**src/rtl/irq_sqw_pkg.sv**
```systemverilog
package irq_sqw_pkg;

  localparam int NSRC = 3;

  // Control word: MSB first in the packed struct
  typedef struct packed {
    logic [1:0]      fsel;   // [7:6] square-wave frequency select
    logic            pulse;  // [5]   1 = pulse hold, 0 = level hold
    logic            hi;     // [4]   1 = push-pull active-high
    logic            sqwe;   // [3]   square wave owns the pin
    logic [NSRC-1:0] en;     // [2:0] pfail, alarm, wdog enables
  } ctl_t;

  // Divider bit whose toggling yields the selected frequency.
  // Bit k of a free-running counter has a half period of 2^k cycles.
  function automatic int sqw_tap(input logic [1:0] sel, input int div_w);
    case (sel)
      2'd0:    return div_w - 1;   // 1 Hz
      2'd1:    return div_w - 10;  // 512 Hz
      2'd2:    return div_w - 13;  // 4096 Hz
      default: return 0;           // clock passes through, tap unused
    endcase
  endfunction

endpackage

```
**src/rtl/irq_flag_bank.sv**
```systemverilog
module irq_flag_bank #(
  parameter int NSRC = 3
) (
  input  logic            clk,
  input  logic            rst_n,
  input  logic [NSRC-1:0] evt_i,
  input  logic            rd_i,
  output logic [NSRC-1:0] flag_o
);

  logic [NSRC-1:0] flag_q;
  logic [NSRC-1:0] flag_kept;

  // A read wipes history; a coincident event survives the read
  assign flag_kept = rd_i ? '0 : flag_q;

  always_ff @(posedge clk or negedge rst_n) begin
    if (!rst_n) flag_q <= '0;
    else        flag_q <= flag_kept | evt_i;
  end

  assign flag_o = flag_q;

  generate
    for (genvar s = 0; s < NSRC; s++) begin : g_chk
      AST_FLAG_SETS: assert property (@(posedge clk) disable iff (!rst_n)
        evt_i[s] |=> flag_o[s]);
    end
  endgenerate

  AST_READ_CLEARS: assert property (@(posedge clk) disable iff (!rst_n)
    (rd_i && evt_i == '0) |=> (flag_o == '0));

endmodule

```
**src/rtl/irq_hold.sv**
```systemverilog
module irq_hold #(
  parameter int PULSE_CYCLES = 6554
) (
  input  logic clk,
  input  logic rst_n,
  input  logic trig_i,   // enabled event this cycle
  input  logic rd_i,     // flags read strobe
  input  logic pulse_i,  // 1 = timed pulse, 0 = level
  input  logic sqwe_i,   // square wave owns the pin
  output logic act_o
);

  localparam int CNT_W = (PULSE_CYCLES > 1) ? $clog2(PULSE_CYCLES) : 1;
  localparam logic [CNT_W-1:0] LOAD = CNT_W'(PULSE_CYCLES - 1);

  logic             act_q;
  logic [CNT_W-1:0] cnt_q;
  logic             pulse_done;
  logic             level_release;

  assign pulse_done    = act_q && pulse_i && (cnt_q == '0);
  assign level_release = act_q && !pulse_i && rd_i;

  always_ff @(posedge clk or negedge rst_n) begin
    if (!rst_n) begin
      act_q <= 1'b0;
      cnt_q <= '0;
    end else if (sqwe_i) begin
      act_q <= 1'b0;
      cnt_q <= '0;
    end else if (trig_i) begin
      act_q <= 1'b1;
      cnt_q <= LOAD;
    end else if (pulse_done || level_release) begin
      act_q <= 1'b0;
    end else if (act_q && pulse_i) begin
      cnt_q <= cnt_q - 1'b1;
    end
  end

  assign act_o = act_q;

  AST_NO_SPURIOUS: assert property (@(posedge clk) disable iff (!rst_n)
    (!act_q && !trig_i) |=> !act_q);

  AST_SQW_SUPPRESS: assert property (@(posedge clk) disable iff (!rst_n)
    sqwe_i |=> !act_q);

  AST_LEVEL_HOLD: assert property (@(posedge clk) disable iff (!rst_n)
    (act_q && !pulse_i && !rd_i && !sqwe_i) |=> act_q);

  AST_PULSE_RELOAD: assert property (@(posedge clk) disable iff (!rst_n)
    (trig_i && !sqwe_i) |=> (act_q && cnt_q == LOAD));

  AST_PULSE_EXPIRE: assert property (@(posedge clk) disable iff (!rst_n)
    (act_q && pulse_i && cnt_q == '0 && !trig_i && !sqwe_i) |=> !act_q);

endmodule

```
**src/rtl/sqw_divider.sv**
```systemverilog
module sqw_divider #(
  parameter int DIV_W = 15
) (
  input  logic       clk,
  input  logic       rst_n,
  input  logic [1:0] sel_i,
  output logic       wave_o
);
  import irq_sqw_pkg::*;

  localparam int IDX_W = $clog2(DIV_W);

  logic [DIV_W-1:0] div_q;
  logic [IDX_W-1:0] tap_idx;

  always_ff @(posedge clk or negedge rst_n) begin
    if (!rst_n) div_q <= '0;
    else        div_q <= div_q + 1'b1;
  end

  assign tap_idx = IDX_W'(sqw_tap(sel_i, DIV_W));
  assign wave_o  = (sel_i == 2'd3) ? clk : div_q[tap_idx];

  AST_DIV_ADVANCES: assert property (@(posedge clk) disable iff (!rst_n)
    1'b1 |=> (div_q != $past(div_q)));

endmodule

```
**src/rtl/irq_sqw_ctrl.sv**
```systemverilog
module irq_sqw_ctrl #(
  parameter int PULSE_CYCLES = 6554,
  parameter int DIV_W        = 15
) (
  input  logic       clk,
  input  logic       rst_n,
  input  logic       evt_wdog,
  input  logic       evt_alarm,
  input  logic       evt_pfail,
  input  logic       ctl_we,
  input  logic [7:0] ctl_wdata,
  input  logic       flags_rd,
  output logic       pin_o,
  output logic       pin_oe,
  output logic       flag_wdog,
  output logic       flag_alarm,
  output logic       flag_pfail
);
  import irq_sqw_pkg::*;

  ctl_t            ctl_q;
  logic [NSRC-1:0] evt_vec;
  logic [NSRC-1:0] flag_vec;
  logic            trig;
  logic            act;
  logic            wave;
  logic            level;

  always_ff @(posedge clk or negedge rst_n) begin
    if (!rst_n)      ctl_q <= '0;
    else if (ctl_we) ctl_q <= ctl_t'(ctl_wdata);
  end

  assign evt_vec = {evt_pfail, evt_alarm, evt_wdog};
  assign trig    = |(evt_vec & ctl_q.en);

  irq_flag_bank #(.NSRC(NSRC)) u_flags (
    .clk    (clk),
    .rst_n  (rst_n),
    .evt_i  (evt_vec),
    .rd_i   (flags_rd),
    .flag_o (flag_vec)
  );

  irq_hold #(.PULSE_CYCLES(PULSE_CYCLES)) u_hold (
    .clk     (clk),
    .rst_n   (rst_n),
    .trig_i  (trig),
    .rd_i    (flags_rd),
    .pulse_i (ctl_q.pulse),
    .sqwe_i  (ctl_q.sqwe),
    .act_o   (act)
  );

  sqw_divider #(.DIV_W(DIV_W)) u_div (
    .clk    (clk),
    .rst_n  (rst_n),
    .sel_i  (ctl_q.fsel),
    .wave_o (wave)
  );

  // Logical line level, then mapped onto the chosen drive style
  assign level  = ctl_q.sqwe ? wave : act;
  assign pin_o  = ctl_q.hi & level;
  assign pin_oe = ctl_q.hi | (ctl_q.sqwe ? ~wave : act);

  assign flag_wdog  = flag_vec[0];
  assign flag_alarm = flag_vec[1];
  assign flag_pfail = flag_vec[2];

  AST_ASSERT_NEEDS_SOURCE: assert property (@(posedge clk) disable iff (!rst_n)
    $rose(act) |-> $past(trig));

endmodule

```
**config.mk**
```make
export PLATFORM = sky130hd
export DESIGN_NAME = irq_sqw_ctrl
export DESIGN_NICKNAME = d
export VERILOG_FILES = /design/src/rtl/irq_sqw_pkg.sv /design/src/rtl/irq_flag_bank.sv /design/src/rtl/irq_hold.sv /design/src/rtl/sqw_divider.sv /design/src/rtl/irq_sqw_ctrl.sv
export SDC_FILE = /design/constraint.sdc
export NUM_CORES = 1
export LEC_CHECK = 0
export ABC_AREA = 1
export BUFFER_PORTS_ARGS = -buffer_cell sky130_fd_sc_hd__buf_2
export CAP_MARGIN = 20
export CORE_ASPECT_RATIO = 0.75
export CORE_UTILIZATION = 45
export CTS_CLUSTER_SIZE = 14
export DETAILED_ROUTE_END_ITERATION = 10
export PLACE_DENSITY = 0.63
export SLEW_MARGIN = 20
export SYNTH_ARGS = -nofsm -noshare
export SYNTH_HDL_FRONTEND = slang
export SYNTH_SLANG_ARGS = --single-unit
```
**constraint.sdc**
```tcl
create_clock -name clk -period 4.7 [get_ports clk]
set_clock_uncertainty 0.2 [all_clocks]
set_input_delay 0.94 -clock clk [delete_from_list [all_inputs] [get_ports clk]]
set_output_delay 0.94 -clock clk [all_outputs]
set_load 0.05 [all_outputs]
```
# Yosys cells after proc, flatten, opt, wreduce, memory -nomap -nowiden
# Cells that the tools add are included.
# totals
input_bits	15
output_inout_bits	5
register_bits	40
# op_classes
muxes	14
add_sub_neg	2
n_eq_ne	4
order_cmp	1
reduce_logical	12
n_bitwise	5
# ops
op	count
$mux W13	4
$add A15 B1 Y15 const B	1
$logic_not A13 Y1	1
$sub A13 B1 Y13 const B	1
$pmux W4 S3	1
$mux W1	7
$reduce_bool A3 Y1	2
$lt A4 B5 Y1 const B	1
$bmux W1 S4	1
$eq A2 B2 Y1 const B	2
$logic_and A1 B1 Y1	4
$and A3 B3 Y3	1
$mux W3	1
$ne A3 B3 Y1 const B	1
$or A3 B3 Y3	1
$reduce_or A3 Y1	1
$eq A2 B1 Y1 const B	1
$logic_not A2 Y1	1
$reduce_and A2 Y1	1
$and A1 B1 Y1	1
$logic_not A1 Y1	1
$logic_or A1 B1 Y1	1
$not A1 Y1	1
$or A1 B1 Y1	1

# Longest topological paths before layout
# depth
word_depth	8
mapped_depth	10
depth_no_buf	10

# Cells and area by module
# From an unflattened synthesis, not the netlist that was laid out.
# hier_totals
hier_cells	289
area_unflattened_um2	2185.8
# modules_own_cells
mod	area_each_um2	instances	cells_each
irq_hold	959.7	1	142
sqw_divider	758.2	1	90
irq_sqw_ctrl	355.3	1	44
irq_flag_bank	112.6	1	13

==> impl_metrics.yaml <==
finish:
  layout-drive-gt1-share: 0.229
  nets: 287
  fill_cells: 425
  synthToLayoutAreaGrowth_pct: 16.9
  multiInputGateArea_um2: 965
  regArea_um2: 1000
  diodes: 0
placed_design:
  pre_cts_slack_ps: 697
  hpwl_detailed_um: 2960
  global_placement_routability_congestion: 0.859
  numPortBuffers: 19
drt:
  detailed_route_drc_error_count: 0
  dr.first_iter.drc_count: 119
  drt_pre_antenna_iters: 4
  routed_wirelength_um: 4230
  vias: 1648
  antenna_left: 0
  vias_per_cell: 5.02
  detail_route.wl_per_cell_um: 12.9
clock_network:
  clock_insertion_delay_worst_skew_ps: 410
  tritoncts: "done"
  clkSlewWorstSetupHoldPaths_ps: 70
global_route:
  antenna_found_initial: 0
  grt_start_max_net_pins: 41
  global_route.overflow_total: 0
  first_global_vias: 1541
  grt_first_pass_wirelength_um: 7130
  grt.total_usage: 0.205
setup_path:
  reg2reg_slack_ps: 2360
  regToRegEndpoint: "u_hold.cnt_q[2]"
  critPathCapture: "pin_o"
  slowest_delay_ps: 180
  critical_path_required_ps: 3560
  critPathMostFrequentCell: "sky130_fd_sc_hd__clkbuf_8"
  crit_start: "clk"
  critPathKind: "clk -> out"
  worst-r2r-cell-count: 9
  worstPathMaxFanout: 2
  crit_path_cell_trace: "clkbuf_8, clkbuf_8, clkbuf_8, clkbuf_8, nor2_4, o211ai_1, clkbuf_8, o21ai_2, nor2_1, buf_6"
  startpoint_type: "clock port"
  cp_data_arrival_time_ps: 3470
  critical-path-slowest-cell: "sky130_fd_sc_hd__clkbuf_8"
  worst_setup_path_end_kind: "output port"
  worstReg2RegStart: "ctl_q[1]"
sta:
  report.final.hold_viol_count: 0
  setup_total_neg_slack_ps: 0
  post-route-worst-setup-slack_ps: 85.1
  slew_violations: 0
  slew-limit-headroom: 0.268
  rsz0062_at_grt: "false"
  max_slew.worst_pin.slew_ps: 1100
  hold_slack_ps: 254
  setup_violations: 0
power_and_ir_drop:
  irDropWorstVdd_mv: 0.220
  p_sw_w: 0.000354
  seq_power_share: 0.388
  static_leakage_nw: 1.19
  swShare: 0.331
  power_per_cell_area_nw_per_um2: 433
  internal_power_w: 0.000715
  comb_power_share: 0.212
  power.clock.fraction: 0.400
die:
  die-width_um: 81.1
  dieArea_um2: 4970
  floorplan.core_area_um2: 4490
  floorplan.initialDensity: 0.470
  floorplan.die.height_um: 61.3
  pin_count: 20
  core.rowCount: 21
yosys:
  netlist_area_um2: 2110
  netlist_instances: 240
  yosys.cell_types.count: 29
  ys_seq_elements: 40
  proportion_of_synthesized_chip_area_in_sequential_cells: 0.474
  synth_warnings: 0
  post_synth.cell_area_avg_um2: 8.80
  synthesis.nets: 258
job:
  max-cap-violations: 0
min_path:
  min_path_type: "reg -> reg"
run_status:
  outcome: "finished, final reports clean"
-- per-stage QoR --
step	utilization	cells	total power, W	instance area, um2
floorplan	-	240	0.000607	2110
global placement	0.498	312	0.000659	2240
detailed placement	0.498	312	0.000660	2240
CTS	0.550	328	0.00108	2470
global route	0.550	328	0.00114	2470
finish	0.550	328	0.00107	2470
-- registers in the layout, summed over array words and instances, names as in the netlist --
name,flops
ctl_q,8
u_div.div_q,15
u_flags.flag_o,3
u_hold.act_o,1
u_hold.cnt_q,13
-- Yosys cell counts (all sizes together) --
cell type | count | share of area
o2111ai | 1 | 0.0041
o211ai | 2 | 0.0071
nand3b | 1 | 0.0036
xnor2 | 2 | 0.0083
o21ai | 16 | 0.045
dfrtp | 40 | 0.47
clkbuf | 2 | 0.0083
nand2 | 56 | 0.11
nor2 | 26 | 0.062
nor3 | 3 | 0.0071
buf | 2 | 0.011
inv | 30 | 0.053
nand4 | 4 | 0.012
ha | 3 | 0.018
a21o | 3 | 0.011
a21oi | 5 | 0.014
nor3b | 1 | 0.0059
nand3 | 26 | 0.073
clkinv | 1 | 0.0024
mux2 | 4 | 0.021
xor2 | 12 | 0.050
-- cell type report --
class / instances / area share
Timing Repair Buffer: 17 / 0.0344
Tap cell: 57 / 0.0289
Clock buffer: 15 / 0.0760
Sequential cell: 40 / 0.405
Inverter: 31 / 0.0476
Multi-Input combinational cell: 165 / 0.391
Clock inverter: 3 / 0.0172
-- worst max-delay path, delay by kind of cell --
kind | cells | cell delay [ps]
compound gates | 2 | 190
buf+inv | 6 | 800
simple gates | 2 | 140
-- layout by cell type (no fill, tap or decap), types with 2 or more instances in the layout --
cell | netlist | final
sky130_fd_sc_hd__nand2_1 | 51 | 51
sky130_fd_sc_hd__dfrtp_1 | 40 | 40
sky130_fd_sc_hd__inv_1 | 30 | 30
sky130_fd_sc_hd__nand3_1 | 21 | 21
sky130_fd_sc_hd__nor2_1 | 21 | 20
sky130_fd_sc_hd__buf_2 | 0 | 17
sky130_fd_sc_hd__xor2_1 | 12 | 12
sky130_fd_sc_hd__clkbuf_8 | 1 | 12
sky130_fd_sc_hd__o21ai_0 | 12 | 11
sky130_fd_sc_hd__nor2_4 | 4 | 5
sky130_fd_sc_hd__o21ai_2 | 4 | 5
sky130_fd_sc_hd__nand3_2 | 5 | 5
sky130_fd_sc_hd__a21oi_1 | 4 | 4
sky130_fd_sc_hd__mux2_2 | 4 | 4
sky130_fd_sc_hd__nand4_1 | 4 | 4
sky130_fd_sc_hd__nor3_1 | 3 | 3
sky130_fd_sc_hd__a21o_1 | 3 | 3
sky130_fd_sc_hd__nand2_2 | 3 | 3
sky130_fd_sc_hd__ha_1 | 3 | 3
sky130_fd_sc_hd__xnor2_1 | 2 | 2
sky130_fd_sc_hd__o211ai_1 | 2 | 2
sky130_fd_sc_hd__nand2_4 | 2 | 2
sky130_fd_sc_hd__clkinv_2 | 1 | 2
-- repair_timing --
item | in CTS | in global routing
gates resized for setup | 7 | 0
hold buffers | 0 | 0
setup endpoints to repair | 2 | 0
buffers inserted | 0 | 0
-- routing by layer --
layer  wire [um]  part of all wire  track usage  vias up
li1            -                 -            -      828
met1        2140              0.51        0.286      748
met2        1690              0.40        0.264       62
met3         327             0.077       0.0785       10
met4          77             0.018        0.125        0
met5           0                 0            0        -
-- logic make-up after synthesis --
kind of cell / Yosys count / synth area share
AO/OA/AOI/OAI: 27 / 0.0806
buffers and inverters: 35 / 0.0746
adder cells (fa/ha/maj): 3 / 0.0178
AND/OR/NAND/NOR: 117 / 0.274
multiplexers: 4 / 0.0213
XOR/XNOR: 14 / 0.0581
flip-flops: 40 / 0.474
-- power by group through the flow --
| stage | Sequential (W) | Combinational (W) | Clock (W) |
|---|---|---|---|
| CTS | 0.000413 | 0.000227 | 0.000436 |
| finish | 0.000415 | 0.000227 | 0.000427 |
| detailed placement | 0.000419 | 0.000224 | 0.0000164 |
| floorplan | 0.000416 | 0.000176 | 0.0000142 |
| global placement | 0.000420 | 0.000222 | 0.0000164 |
| global route | 0.000420 | 0.000258 | 0.000457 |
-- how the worst min path moves through the flow --
stage | from | depth (start not counted) | to
after floorplan | u_div.div_q[0] | 1 | u_div.div_q[0]
after global routing | u_div.div_q[12] | 1 | u_div.div_q[12]
after global placement | u_div.div_q[0] | 1 | u_div.div_q[0]
final | u_div.div_q[0] | 1 | u_div.div_q[0]
after CTS | u_div.div_q[0] | 1 | u_div.div_q[0]
after detailed placement | u_div.div_q[0] | 1 | u_div.div_q[0]
Power figures use the tool's default switching activity.
